==> src/rtl/cph_pkg.sv <==
package cph_pkg;

    localparam int DATA_W = 32;
    localparam int BLK_W  = 64;
    localparam int WPB    = BLK_W / DATA_W;
    localparam int NBLK   = 5;

    localparam logic [7:0] OFF_CTRL = 8'h00;
    localparam logic [7:0] OFF_MODE = 8'h04;
    localparam logic [7:0] OFF_IEN  = 8'h10;
    localparam logic [7:0] OFF_IDIS = 8'h14;
    localparam logic [7:0] OFF_MASK = 8'h18;
    localparam logic [7:0] OFF_STAT = 8'h1C;
    localparam logic [7:0] OFF_DOUT = 8'h50;
    localparam logic [7:0] OFF_RNDS = 8'h70;
    localparam logic [7:0] OFF_VER  = 8'hFC;

    // Indices into the 64-bit write-only bank
    localparam int BK_KA  = 0;
    localparam int BK_KB  = 1;
    localparam int BK_KC  = 2;
    localparam int BK_DIN = 3;
    localparam int BK_IV  = 4;

    localparam int CTL_GO   = 0;
    localparam int CTL_SRST = 8;
    localparam int FLG_RDY  = 0;
    localparam int FLG_ERR  = 8;
    localparam int CODE_LSB = 12;

    typedef enum logic [1:0] {
        START_CMD = 2'd0,
        START_ALL = 2'd1,
        START_W0  = 2'd2,
        START_RSV = 2'd3
    } start_mode_e;

    typedef enum logic [1:0] {
        VIOL_DIN_WR  = 2'd0,
        VIOL_DOUT_RD = 2'd1,
        VIOL_MODE_WR = 2'd2,
        VIOL_WO_RD   = 2'd3
    } viol_e;

    typedef struct packed {
        start_mode_e smode;
        logic [1:0]  alg;
        logic        enc;
    } mode_t;

    function automatic logic [7:0] blk_base(input int idx);
        logic [7:0] b;
        case (idx)
            BK_KA:   b = 8'h20;
            BK_KB:   b = 8'h28;
            BK_KC:   b = 8'h30;
            BK_DIN:  b = 8'h40;
            default: b = 8'h60;
        endcase
        return b;
    endfunction

    function automatic mode_t mode_from_word(input logic [DATA_W-1:0] w);
        mode_t m;
        m.enc   = w[0];
        m.alg   = w[2:1];
        m.smode = start_mode_e'(w[9:8]);
        return m;
    endfunction

    function automatic logic [DATA_W-1:0] mode_to_word(input mode_t m);
        logic [DATA_W-1:0] w;
        w      = '0;
        w[0]   = m.enc;
        w[2:1] = m.alg;
        w[9:8] = m.smode;
        return w;
    endfunction

    function automatic logic [DATA_W-1:0] pair_word(input logic lo, input logic hi);
        logic [DATA_W-1:0] w;
        w          = '0;
        w[FLG_RDY] = lo;
        w[FLG_ERR] = hi;
        return w;
    endfunction

    function automatic logic [DATA_W-1:0] status_word(input logic rdy, input logic err,
                                                      input viol_e code);
        logic [DATA_W-1:0] w;
        w = pair_word(rdy, err);
        w[CODE_LSB +: 2] = code;
        return w;
    endfunction

    function automatic logic [BLK_W-1:0] stub_mix(input logic [BLK_W-1:0] din,
                                                  input logic [BLK_W-1:0] k1,
                                                  input logic [BLK_W-1:0] k2,
                                                  input logic [BLK_W-1:0] k3,
                                                  input logic [BLK_W-1:0] iv,
                                                  input logic enc);
        logic [BLK_W-1:0] r;
        r = din ^ k1 ^ k2 ^ k3 ^ iv;
        if (!enc) r = ~r;
        return r;
    endfunction

endpackage

==> src/rtl/cph_stub_engine.sv <==
module cph_stub_engine
    import cph_pkg::*;
#(
    parameter int LATENCY = 16
) (
    input  logic             clk,
    input  logic             rst,
    input  logic             clr,
    input  logic             go,
    input  logic [BLK_W-1:0] res_in,
    output logic             busy,
    output logic             done,
    output logic [BLK_W-1:0] res_out
);
    localparam int CW = $clog2(LATENCY + 1);

    logic [CW-1:0]    cnt_q;
    logic [BLK_W-1:0] pend_q;

    assign done = busy && (cnt_q == '0);

    always_ff @(posedge clk) begin
        if (rst || clr) begin
            busy    <= 1'b0;
            cnt_q   <= '0;
            pend_q  <= '0;
            res_out <= '0;
        end else if (go && !busy) begin
            busy   <= 1'b1;
            cnt_q  <= CW'(LATENCY - 1);
            pend_q <= res_in;
        end else if (done) begin
            busy    <= 1'b0;
            res_out <= pend_q;
        end else if (busy) begin
            cnt_q <= cnt_q - 1'b1;
        end
    end

endmodule

==> src/rtl/cph_start_seq.sv <==
module cph_start_seq
    import cph_pkg::*;
(
    input  logic           clk,
    input  logic           rst,
    input  logic           clr,
    input  start_mode_e    smode,
    input  logic           active,
    input  logic           cmd_go,
    input  logic [WPB-1:0] din_wr,
    output logic           go
);
    logic [WPB-1:0] seen_q;
    logic [WPB-1:0] seen_nx;
    logic           trig;

    assign seen_nx = seen_q | din_wr;

    always_comb begin
        trig = 1'b0;
        if (!active) begin
            if (cmd_go) trig = 1'b1;
            else if (smode == START_ALL && (&seen_nx)) trig = 1'b1;
            else if (smode == START_W0 && din_wr[0]) trig = 1'b1;
        end
    end

    always_ff @(posedge clk) begin
        if (rst || clr) begin
            go     <= 1'b0;
            seen_q <= '0;
        end else begin
            go     <= trig;
            seen_q <= trig ? '0 : seen_nx;
        end
    end

endmodule

==> src/rtl/cph_flags.sv <==
module cph_flags
    import cph_pkg::*;
(
    input  logic       clk,
    input  logic       rst,
    input  logic       clr,
    input  logic       done,
    input  logic       rdy_clr,
    input  logic       viol,
    input  viol_e      viol_code,
    input  logic       ien_wr,
    input  logic       idis_wr,
    input  logic [1:0] sel_bits,
    output logic       ready,
    output logic       err,
    output viol_e      code,
    output logic [1:0] mask,
    output logic       irq
);
    always_ff @(posedge clk) begin
        if (rst || clr) begin
            ready <= 1'b0;
            err   <= 1'b0;
            code  <= VIOL_DIN_WR;
        end else begin
            if (done)         ready <= 1'b1;
            else if (rdy_clr) ready <= 1'b0;
            if (viol && !err) begin
                err  <= 1'b1;
                code <= viol_code;
            end
        end
    end

    // Mask survives software reset; only the hard reset clears it
    always_ff @(posedge clk) begin
        if (rst) begin
            mask <= '0;
        end else if (ien_wr) begin
            mask <= mask | sel_bits;
        end else if (idis_wr) begin
            mask <= mask & ~sel_bits;
        end
    end

    assign irq = |({err, ready} & mask);

endmodule

==> src/rtl/cph_regfront.sv <==
module cph_regfront
    import cph_pkg::*;
#(
    parameter int          LATENCY = 16,
    parameter int          RND_W   = 6,
    parameter logic [31:0] VERSION = 32'h0000_0105
) (
    input  logic        clk,
    input  logic        rst,
    input  logic        bus_sel,
    input  logic        bus_wr,
    input  logic [7:0]  bus_addr,
    input  logic [31:0] bus_wdata,
    output logic [31:0] bus_rdata,
    output logic        irq
);
    logic wr, rd;
    assign wr = bus_sel && bus_wr;
    assign rd = bus_sel && !bus_wr;

    // Address decode
    logic ctrl_wr, mode_wr, ien_wr, idis_wr, srst, cmd_go;
    logic [WPB-1:0] din_wr;
    logic [WPB-1:0] dout_hit;
    logic           blk_hit;

    assign ctrl_wr = wr && (bus_addr == OFF_CTRL);
    assign mode_wr = wr && (bus_addr == OFF_MODE);
    assign ien_wr  = wr && (bus_addr == OFF_IEN);
    assign idis_wr = wr && (bus_addr == OFF_IDIS);
    assign srst    = ctrl_wr && bus_wdata[CTL_SRST];
    assign cmd_go  = ctrl_wr && bus_wdata[CTL_GO] && !bus_wdata[CTL_SRST];

    for (genvar g = 0; g < WPB; g++) begin : g_word_dec
        assign din_wr[g]   = wr && (bus_addr == 8'(blk_base(BK_DIN) + 4 * g));
        assign dout_hit[g] = (bus_addr == 8'(OFF_DOUT + 4 * g));
    end

    always_comb begin
        blk_hit = 1'b0;
        for (int b = 0; b < NBLK; b++) begin
            for (int w = 0; w < WPB; w++) begin
                if (bus_addr == 8'(blk_base(b) + 4 * w)) blk_hit = 1'b1;
            end
        end
    end

    // Engine / sequencer / flags interconnect
    logic             go, busy, done, active;
    logic             ready, err;
    viol_e            vcode;
    logic [1:0]       mask;
    logic [BLK_W-1:0] res_q;
    mode_t            mode_q;
    logic [RND_W-1:0] rnds_q;
    logic [BLK_W-1:0] blk_q [NBLK];

    assign active = go || busy;

    // Configuration registers
    always_ff @(posedge clk) begin
        if (rst) begin
            mode_q <= '0;
            rnds_q <= '0;
        end else begin
            if (mode_wr && !active) mode_q <= mode_from_word(bus_wdata);
            if (wr && bus_addr == OFF_RNDS) rnds_q <= bus_wdata[RND_W-1:0];
        end
    end

    always_ff @(posedge clk) begin
        if (rst) begin
            for (int b = 0; b < NBLK; b++) blk_q[b] <= '0;
        end else if (wr) begin
            for (int b = 0; b < NBLK; b++) begin
                for (int w = 0; w < WPB; w++) begin
                    if (bus_addr == 8'(blk_base(b) + 4 * w))
                        blk_q[b][w*DATA_W +: DATA_W] <= bus_wdata;
                end
            end
        end
    end

    // Violation classification
    logic  viol;
    viol_e viol_code;
    logic  wo_rd;
    assign wo_rd = rd && (blk_hit || bus_addr == OFF_CTRL ||
                          bus_addr == OFF_IEN || bus_addr == OFF_IDIS);

    always_comb begin
        viol      = 1'b1;
        viol_code = VIOL_WO_RD;
        if (wo_rd)                                                 viol_code = VIOL_WO_RD;
        else if (rd && (|dout_hit) && active)                      viol_code = VIOL_DOUT_RD;
        else if (mode_wr && active)                                viol_code = VIOL_MODE_WR;
        else if ((|din_wr) && active && mode_q.smode == START_W0)  viol_code = VIOL_DIN_WR;
        else                                                       viol = 1'b0;
    end

    logic rdy_clr;
    assign rdy_clr = (ctrl_wr && bus_wdata[CTL_GO]) || go || (rd && (|dout_hit) && !active);

    cph_start_seq u_seq (
        .clk    (clk),
        .rst    (rst),
        .clr    (srst),
        .smode  (mode_q.smode),
        .active (active),
        .cmd_go (cmd_go),
        .din_wr (din_wr),
        .go     (go)
    );

    cph_stub_engine #(.LATENCY(LATENCY)) u_eng (
        .clk     (clk),
        .rst     (rst),
        .clr     (srst),
        .go      (go),
        .res_in  (stub_mix(blk_q[BK_DIN], blk_q[BK_KA], blk_q[BK_KB], blk_q[BK_KC],
                           blk_q[BK_IV], mode_q.enc)),
        .busy    (busy),
        .done    (done),
        .res_out (res_q)
    );

    cph_flags u_flags (
        .clk       (clk),
        .rst       (rst),
        .clr       (srst),
        .done      (done),
        .rdy_clr   (rdy_clr),
        .viol      (viol),
        .viol_code (viol_code),
        .ien_wr    (ien_wr),
        .idis_wr   (idis_wr),
        .sel_bits  ({bus_wdata[FLG_ERR], bus_wdata[FLG_RDY]}),
        .ready     (ready),
        .err       (err),
        .code      (vcode),
        .mask      (mask),
        .irq       (irq)
    );

    // Read multiplexer
    always_comb begin
        bus_rdata = '0;
        if (rd) begin
            case (bus_addr)
                OFF_MODE: bus_rdata = mode_to_word(mode_q);
                OFF_MASK: bus_rdata = pair_word(mask[0], mask[1]);
                OFF_STAT: bus_rdata = status_word(ready, err, vcode);
                OFF_RNDS: bus_rdata = {{(DATA_W-RND_W){1'b0}}, rnds_q};
                OFF_VER:  bus_rdata = VERSION;
                default: begin
                    for (int w = 0; w < WPB; w++) begin
                        if (dout_hit[w] && !active) bus_rdata = res_q[w*DATA_W +: DATA_W];
                    end
                end
            endcase
        end
    end

endmodule

==> config.mk <==
export PLATFORM = sky130hd
export DESIGN_NAME = cph_regfront
export DESIGN_NICKNAME = d
export VERILOG_FILES = /design/src/rtl/cph_pkg.sv /design/src/rtl/cph_stub_engine.sv /design/src/rtl/cph_start_seq.sv /design/src/rtl/cph_flags.sv /design/src/rtl/cph_regfront.sv
export SDC_FILE = /design/constraint.sdc
export NUM_CORES = 1
export LEC_CHECK = 0
export BUFFER_PORTS_ARGS = -buffer_cell sky130_fd_sc_hd__buf_2
export CAP_MARGIN = 20
export CORE_MARGIN = 4
export CORE_UTILIZATION = 55
export CTS_CLUSTER_DIAMETER = 50
export DETAILED_ROUTE_END_ITERATION = 10
export MAX_ROUTING_LAYER = met4
export PLACE_DENSITY = 0.77
export REMOVE_ABC_BUFFERS = 1
export SYNTH_ARGS = -nofsm -noshare
export SYNTH_HDL_FRONTEND = slang
export SYNTH_SLANG_ARGS = --single-unit
==> constraint.sdc <==
create_clock -name clk -period 4.35 [get_ports clk]
set_input_delay 0 -clock clk [delete_from_list [all_inputs] [get_ports clk]]
set_output_delay 0 -clock clk [all_outputs]
set_load 0.05 [all_outputs]
## Word-level counts from Yosys, hierarchy flattened

Memories as Yosys holds them, arrays and structs flattened.
Cells that the tools add are included.
W data, S select, Z words.

| operators by class | value |
|---|---|
| add/subtract/negate cells | 6 |
| equality and inequality tests | 32 |
| mux-type cells | 98 |
| bitwise logic cells | 22 |
| reduce and logical (&&, ||, !) cells | 54 |

Operators by type and width:

| cell | count |
|---|---|
| $mux W32 | 13 |
| $xor A64 B64 Y64 | 4 |
| $pmux W32 S5 | 1 |
| $eq A8 B8 Y1 | 10 |
| $mux W8 | 10 |
| $mux W1 | 64 |
| $mux W64 | 1 |
| $not A64 Y64 | 1 |
| $eq A8 B7 Y1 const B | 7 |
| $eq A8 B6 Y1 const B | 6 |
| $add A8 B3 Y8 const B | 5 |
| $eq A8 B5 Y1 const B | 4 |
| $logic_and A1 B1 Y1 | 27 |
| $mux W2 | 6 |
| $mux W4 | 3 |
| $or A1 B1 Y1 | 10 |
| $reduce_or A2 Y1 | 5 |
| $eq A8 B3 Y1 const B | 1 |
| $eq A8 B8 Y1 const B | 1 |
| $logic_not A8 Y1 | 1 |
| $reduce_and A2 Y1 | 4 |
| $reduce_bool A2 Y1 | 4 |
| $logic_or A1 B1 Y1 | 7 |
| $logic_not A1 Y1 | 5 |
| other kinds (9) | 12 |

| storage, ports and cells | value |
|---|---|
| register bits after elaboration | 154 |
| memory bits (writable) | 320 |
| output and inout bits | 33 |
| logic and storage cells | 228 |
| memories kept | 1 |

Memory list:

| memory | words | bits a word | read ports | clocked after memory_dff | write ports | line | RTL |
|---|---|---|---|---|---|---|---|
| blk_q | 5 | 64 | 5 | 0 | 5 | cph_regfront.sv:56 | `logic [BLK_W-1:0] blk_q [NBLK];` |

## Depth between registers and ports, before layout

| logic depth | value |
|---|---|
| depth after elaboration | 17 |
| gate-level depth with buffers | 8 |

## Modules after synthesis

From an unflattened synthesis, not the netlist that was laid out.

| second synthesis, totals | value |
|---|---|
| cell total of the unflattened synthesis | 1596 |
| area, all modules | 20051.7 µm² |

Modules (own cells, without submodules):

| module | times used | cells an instance | area an instance (µm²) | seq. area each (µm²) |
|---|---|---|---|---|
| cph_regfront | 1 | 955 | 14554.0 | 9829.4 |
| cph_stub_engine | 1 | 604 | 5143.7 | 2682.6 |
| cph_flags | 1 | 23 | 225.2 | 120.1 |
| cph_start_seq | 1 | 14 | 128.9 | 60.1 |

## Worst setup path after synthesis

OpenSTA, ideal clock, no wires.

| path | value |
|---|---|
| path type | input-to-output |
| start point | input port bus_addr[0] |
| end point | output port bus_rdata[2] |
| arrival time | 2.242 ns |
| path slack | 2.108 ns |
| stages on the path | 5 |
| path buffers | 1 |
| cells stage by stage | buf_2 -> or4_4 -> nor3_2 -> a221oi_1 -> nor3_1 |

| on the way | value |
|---|---|
| word-level cells in the longest chain between the ends | 6 |
| elaborated cells on any way between the ends | 13 |
| those cells by class | 7 x eq/ne; 4 x mux; 2 x reduce/logical |

RTL lines:

| what | line | RTL |
|---|---|---|
| from (decl) | cph_regfront.sv:12 | `input logic [7:0] bus_addr,` |
| $eq A8 B7 Y1 | cph_regfront.sv:36 | `assign dout_hit[g] = (bus_addr == 8'(OFF_DOUT + 4 * g));` |
| $logic_and A1 B1 Y1 | cph_regfront.sv:157 | `if (dout_hit[w] && !active) bus_rdata = res_q[w*DATA_W +: DATA_W];` |
| $mux W32 (2 in series) | cph_regfront.sv:157 |  |
| $pmux W32 S5 (*) | cph_regfront.sv:149 | `case (bus_addr)` |
| $mux W32 (*) | cph_regfront.sv:148 | `if (rd) begin` |
| to (decl) | cph_regfront.sv:14 | `output logic [31:0] bus_rdata,` |

Mark *: on every way between the ends. The rest lies on a longest branch, timed or not.

## Worst setup path in the final report

| path | value |
|---|---|
| start point | register u_eng.busy |
| end point | output port bus_rdata[24] |

| on the way | value |
|---|---|
| word-level cells in the longest chain between the ends | 7 |
| elaborated cells on any way between the ends | 8 |
| those cells by class | 4 x mux; 4 x reduce/logical |

RTL lines:

| what | line | RTL |
|---|---|---|
| from (decl) | cph_stub_engine.sv:11 | `output logic busy,` |
| from (signal assigned) | cph_stub_engine.sv:24 | `busy <= 1'b0;` |
| from (signal assigned) | cph_stub_engine.sv:29 | `busy <= 1'b1;` |
| from (signal assigned) | cph_stub_engine.sv:33 | `busy <= 1'b0;` |
| $logic_or A1 B1 Y1 (*) | cph_regfront.sv:58 | `assign active = go \|\| busy;` |
| $logic_not A1 Y1 (*) | - |  |
| $logic_and A1 B1 Y1 | cph_regfront.sv:157 |  |
| $mux W32 | cph_regfront.sv:157 |  |
| $mux W32 (*) | cph_regfront.sv:157 |  |
| $pmux W32 S5 (*) | cph_regfront.sv:149 |  |
| $mux W32 (*) | cph_regfront.sv:148 |  |

Marks and branches as above.

==> run metrics <==
GR Util met2=36.87%; CP startpoint kind=register; Leakage=7.172 nW; PwrDens=434.3 nW/um2; Worst Tran Pin Value=1.079 ns; DRT Wirelength=41160 um; P&R area growth vs syn=13.56%; synth cell count leaders=320 x edfxtp_1, 320 x xnor2_1, 264 x nand2_1; vias in the first global route=11.56k; IO Pins=77; R2R cell count=7; Fmax=299.8 MHz; die area=38490 um2; Avg WL per Cell=19.06 um; Post-DP Area=20240 um2; clock slew at reported path FFs=0.06 ns; H-Tree Depth=2; Final setup viols=0; # rows=68; Worst slew margin=28.07%; total global-route track usage=21.85%; Hold WC Path Type=input pin to register; synth top area cells=edfxtp_1 49%, dfxtp_1 16%, xnor2_1 14%, nand2_1 5.1%, a21oi_1 3.6%; unrepaired setup endpoints after global routing=no; post-cts resize count=0; Hold Violations, Final=0; clk_skew=0.01790 ns; Core Area=34710 um2; number of max-cap violations=0; PortBufs=76; remaining antenna violation count=0; Post-synth EDFFs=320; die width=196.2 um; clock sinks=474; Setup Crit Path Kind=register to output port; async set or reset register ratio after synthesis=0%; antenna violations before repair=0; warnings from Yosys=0; Netlist cell types=63; Num CTS Buffers=47; total grt overflow=0; clock root cell=clkbuf_16; peak supply drop=0.0003589 V; Most used DFF post-synth=edfxtp_1; GR Util met1=27.54%; Max Slew Vio Count=0; fin crit share=76.67%; Critical Path AT=3.34 ns; ANT cells=0; gpl congestion=0.8476; Worst setup EP type=output port; FF+latch count, synth=474; clk buf depth=3; Syn Area/Cell=12.48 um2; area leader, netlist=edfxtp_1; outcome=finished, final reports clean; FF-to-FF Start=u_eng.cnt_q[0]; cells after synthesis=1560; fillers=2615; flop2flop setup slack=1.77 ns; fraction of layout instances using a drive strength above 1=11.68%; met3 usage=2.988%; HPWL after DPL=23790 um; Remaining DRCs=0; drt first pass iters=5; Most Crowded Layer GR=met2; fin crit period=3.335 ns; CP Launch Point=u_eng.busy; global-route wire length before repair=63830 um; clock latency on the worst-skew pair=0.55 ns; routed vias/inst=5.438; routed via count=11.74k; Finished Cell Area=22120 um2; CTS tree=done; Critical Path Sink=bus_rdata[24]; Mapped Area=19480 um2; final net count=1711; largest net degree at the start of global routing=69; Crit Reg-Reg Endpoint=u_eng.res_out[22]; die span in y=196.2 um; Initial Utilization=56.11%; sequential area share after synthesis=65.17%; CP Data Required Time=4.35 ns; Critical Path Fanout Max=13; Starting DRT DRC Count=858; top-area cell type share of the netlist area=49.34%; Fin Setup TNS=0 ns
critical path, stage by stage, from the launching register on:
cell and delay (ns):
dfxtp_1 0.39, nor2_1 0.40, nand4_1 0.31, nor2_2 0.82, buf_4 0.35, a22oi_1 0.12, nor2_1 0.13, buf_2 0.27
power breakdown:
| part | total [W] | internal (W) | switching (W) |
|---|---|---|---|
| sequential | 0.00503 | 0.00496 | 0.0000706 |
| clock | 0.00394 | 0.00231 | 0.00163 |
| combinational | 0.000639 | 0.000309 | 0.000330 |
| total | 0.00960 | 0.00758 | 0.00203 |
flip-flops by register name, summed over array words and instances (netlist names), named ones only:
register,count
mode_q,5
u_eng.pend_q,64
u_seq.seen_q,2
blk_q,320
u_eng.res_out,64
u_flags.err,1
rnds_q,6
u_flags.code,2
u_flags.ready,1
u_eng.cnt_q,5
u_seq.go,1
u_eng.busy,1
worst min path at each step:
| stage | from | to | cells past startpoint |
|---|---|---|---|
| 2_1_floorplan | rst | register | 1 |
| 3_3_place_gp | bus_wdata[25] | blk_q[4][57] | 2 |
| 3_5_place_dp | bus_wdata[23] | blk_q[4][55] | 2 |
| 4_1_cts | bus_addr[0] | register | 5 |
| 5_1_grt | bus_addr[6] | u_seq.seen_q[0] | 3 |
| 6_report | bus_addr[6] | u_seq.seen_q[0] | 3 |
metal layers:
metal,vias to the layer above,routed length (um)
met1,5742,17040
li1,5570,-
met4,0,1172
met3,93,2118
met5,-,0
met2,335,20830
per-stage QoR:
step           utilization, %  hold slack [ns]  setup WS (ns)  total power (W)  std cells
2_1_floorplan               -          0.07238         0.8129         0.005571       1482
3_5_place_dp            58.31           0.2999          1.461         0.005745       2035
3_3_place_gp            58.31           0.3012          1.525         0.005727       2035
4_1_cts                 63.71          0.03703         0.9705         0.009667       2159
5_1_grt                 63.71           0.1038         0.7396         0.009913       2159
6_report                63.71          0.06645          1.015         0.009605       2159
cell families after synthesis:
group                      count (synthesis)  share of synthesized area (%)
muxes                                     23                          1.221
xor gates and xnor gates                 323                          14.53
DFF                                      474                          65.17
adders and majority gates                  2                         0.1285
buffers and inverters                     83                          2.075
AOI/OAI and AO/OA                        203                          6.193
and+or+nand+nor                          452                          10.69
cell usage in the layout (no fill, tap or decap), types with 7 or more instances in the layout:
| cell | synthesis | layout |
|---|---|---|
| a21oi_1 | 140 | 140 |
| a22oi_1 | 22 | 22 |
| and2_1 | 66 | 65 |
| buf_2 | 23 | 76 |
| buf_4 | 10 | 22 |
| clkbuf_1 | 36 | 14 |
| clkbuf_16 | 0 | 48 |
| clkinv_1 | 0 | 8 |
| clkinv_2 | 0 | 7 |
| dfxtp_1 | 154 | 153 |
| dlygate4sd3_1 | 0 | 36 |
| edfxtp_1 | 320 | 320 |
| mux2i_1 | 17 | 17 |
| nand2_1 | 264 | 263 |
| nor2_1 | 59 | 58 |
| nor3_1 | 11 | 11 |
| xnor2_1 | 320 | 320 |
layout make-up:
type / instances / area, um2 / share of cell area, %
Inverter: 5 / 18.77 / 0.08486
Timing Repair Buffer: 134 / 905.9 / 4.096
Sequential cell: 474 / 12700 / 57.41
Clock inverter: 24 / 234.0 / 1.058
Multi-Input combinational cell: 1003 / 6411 / 28.99
Tap cell: 455 / 569.3 / 2.574
Clock buffer: 64 / 1281 / 5.793
what timing repair did:
item	4_1_cts	5_1_grt
setup endpoints to repair	0	0
hold endpoints to repair	268	0
buffers inserted	0	0
hold buffers	36	0
Note: power is estimated with default switching activity, not from simulation.
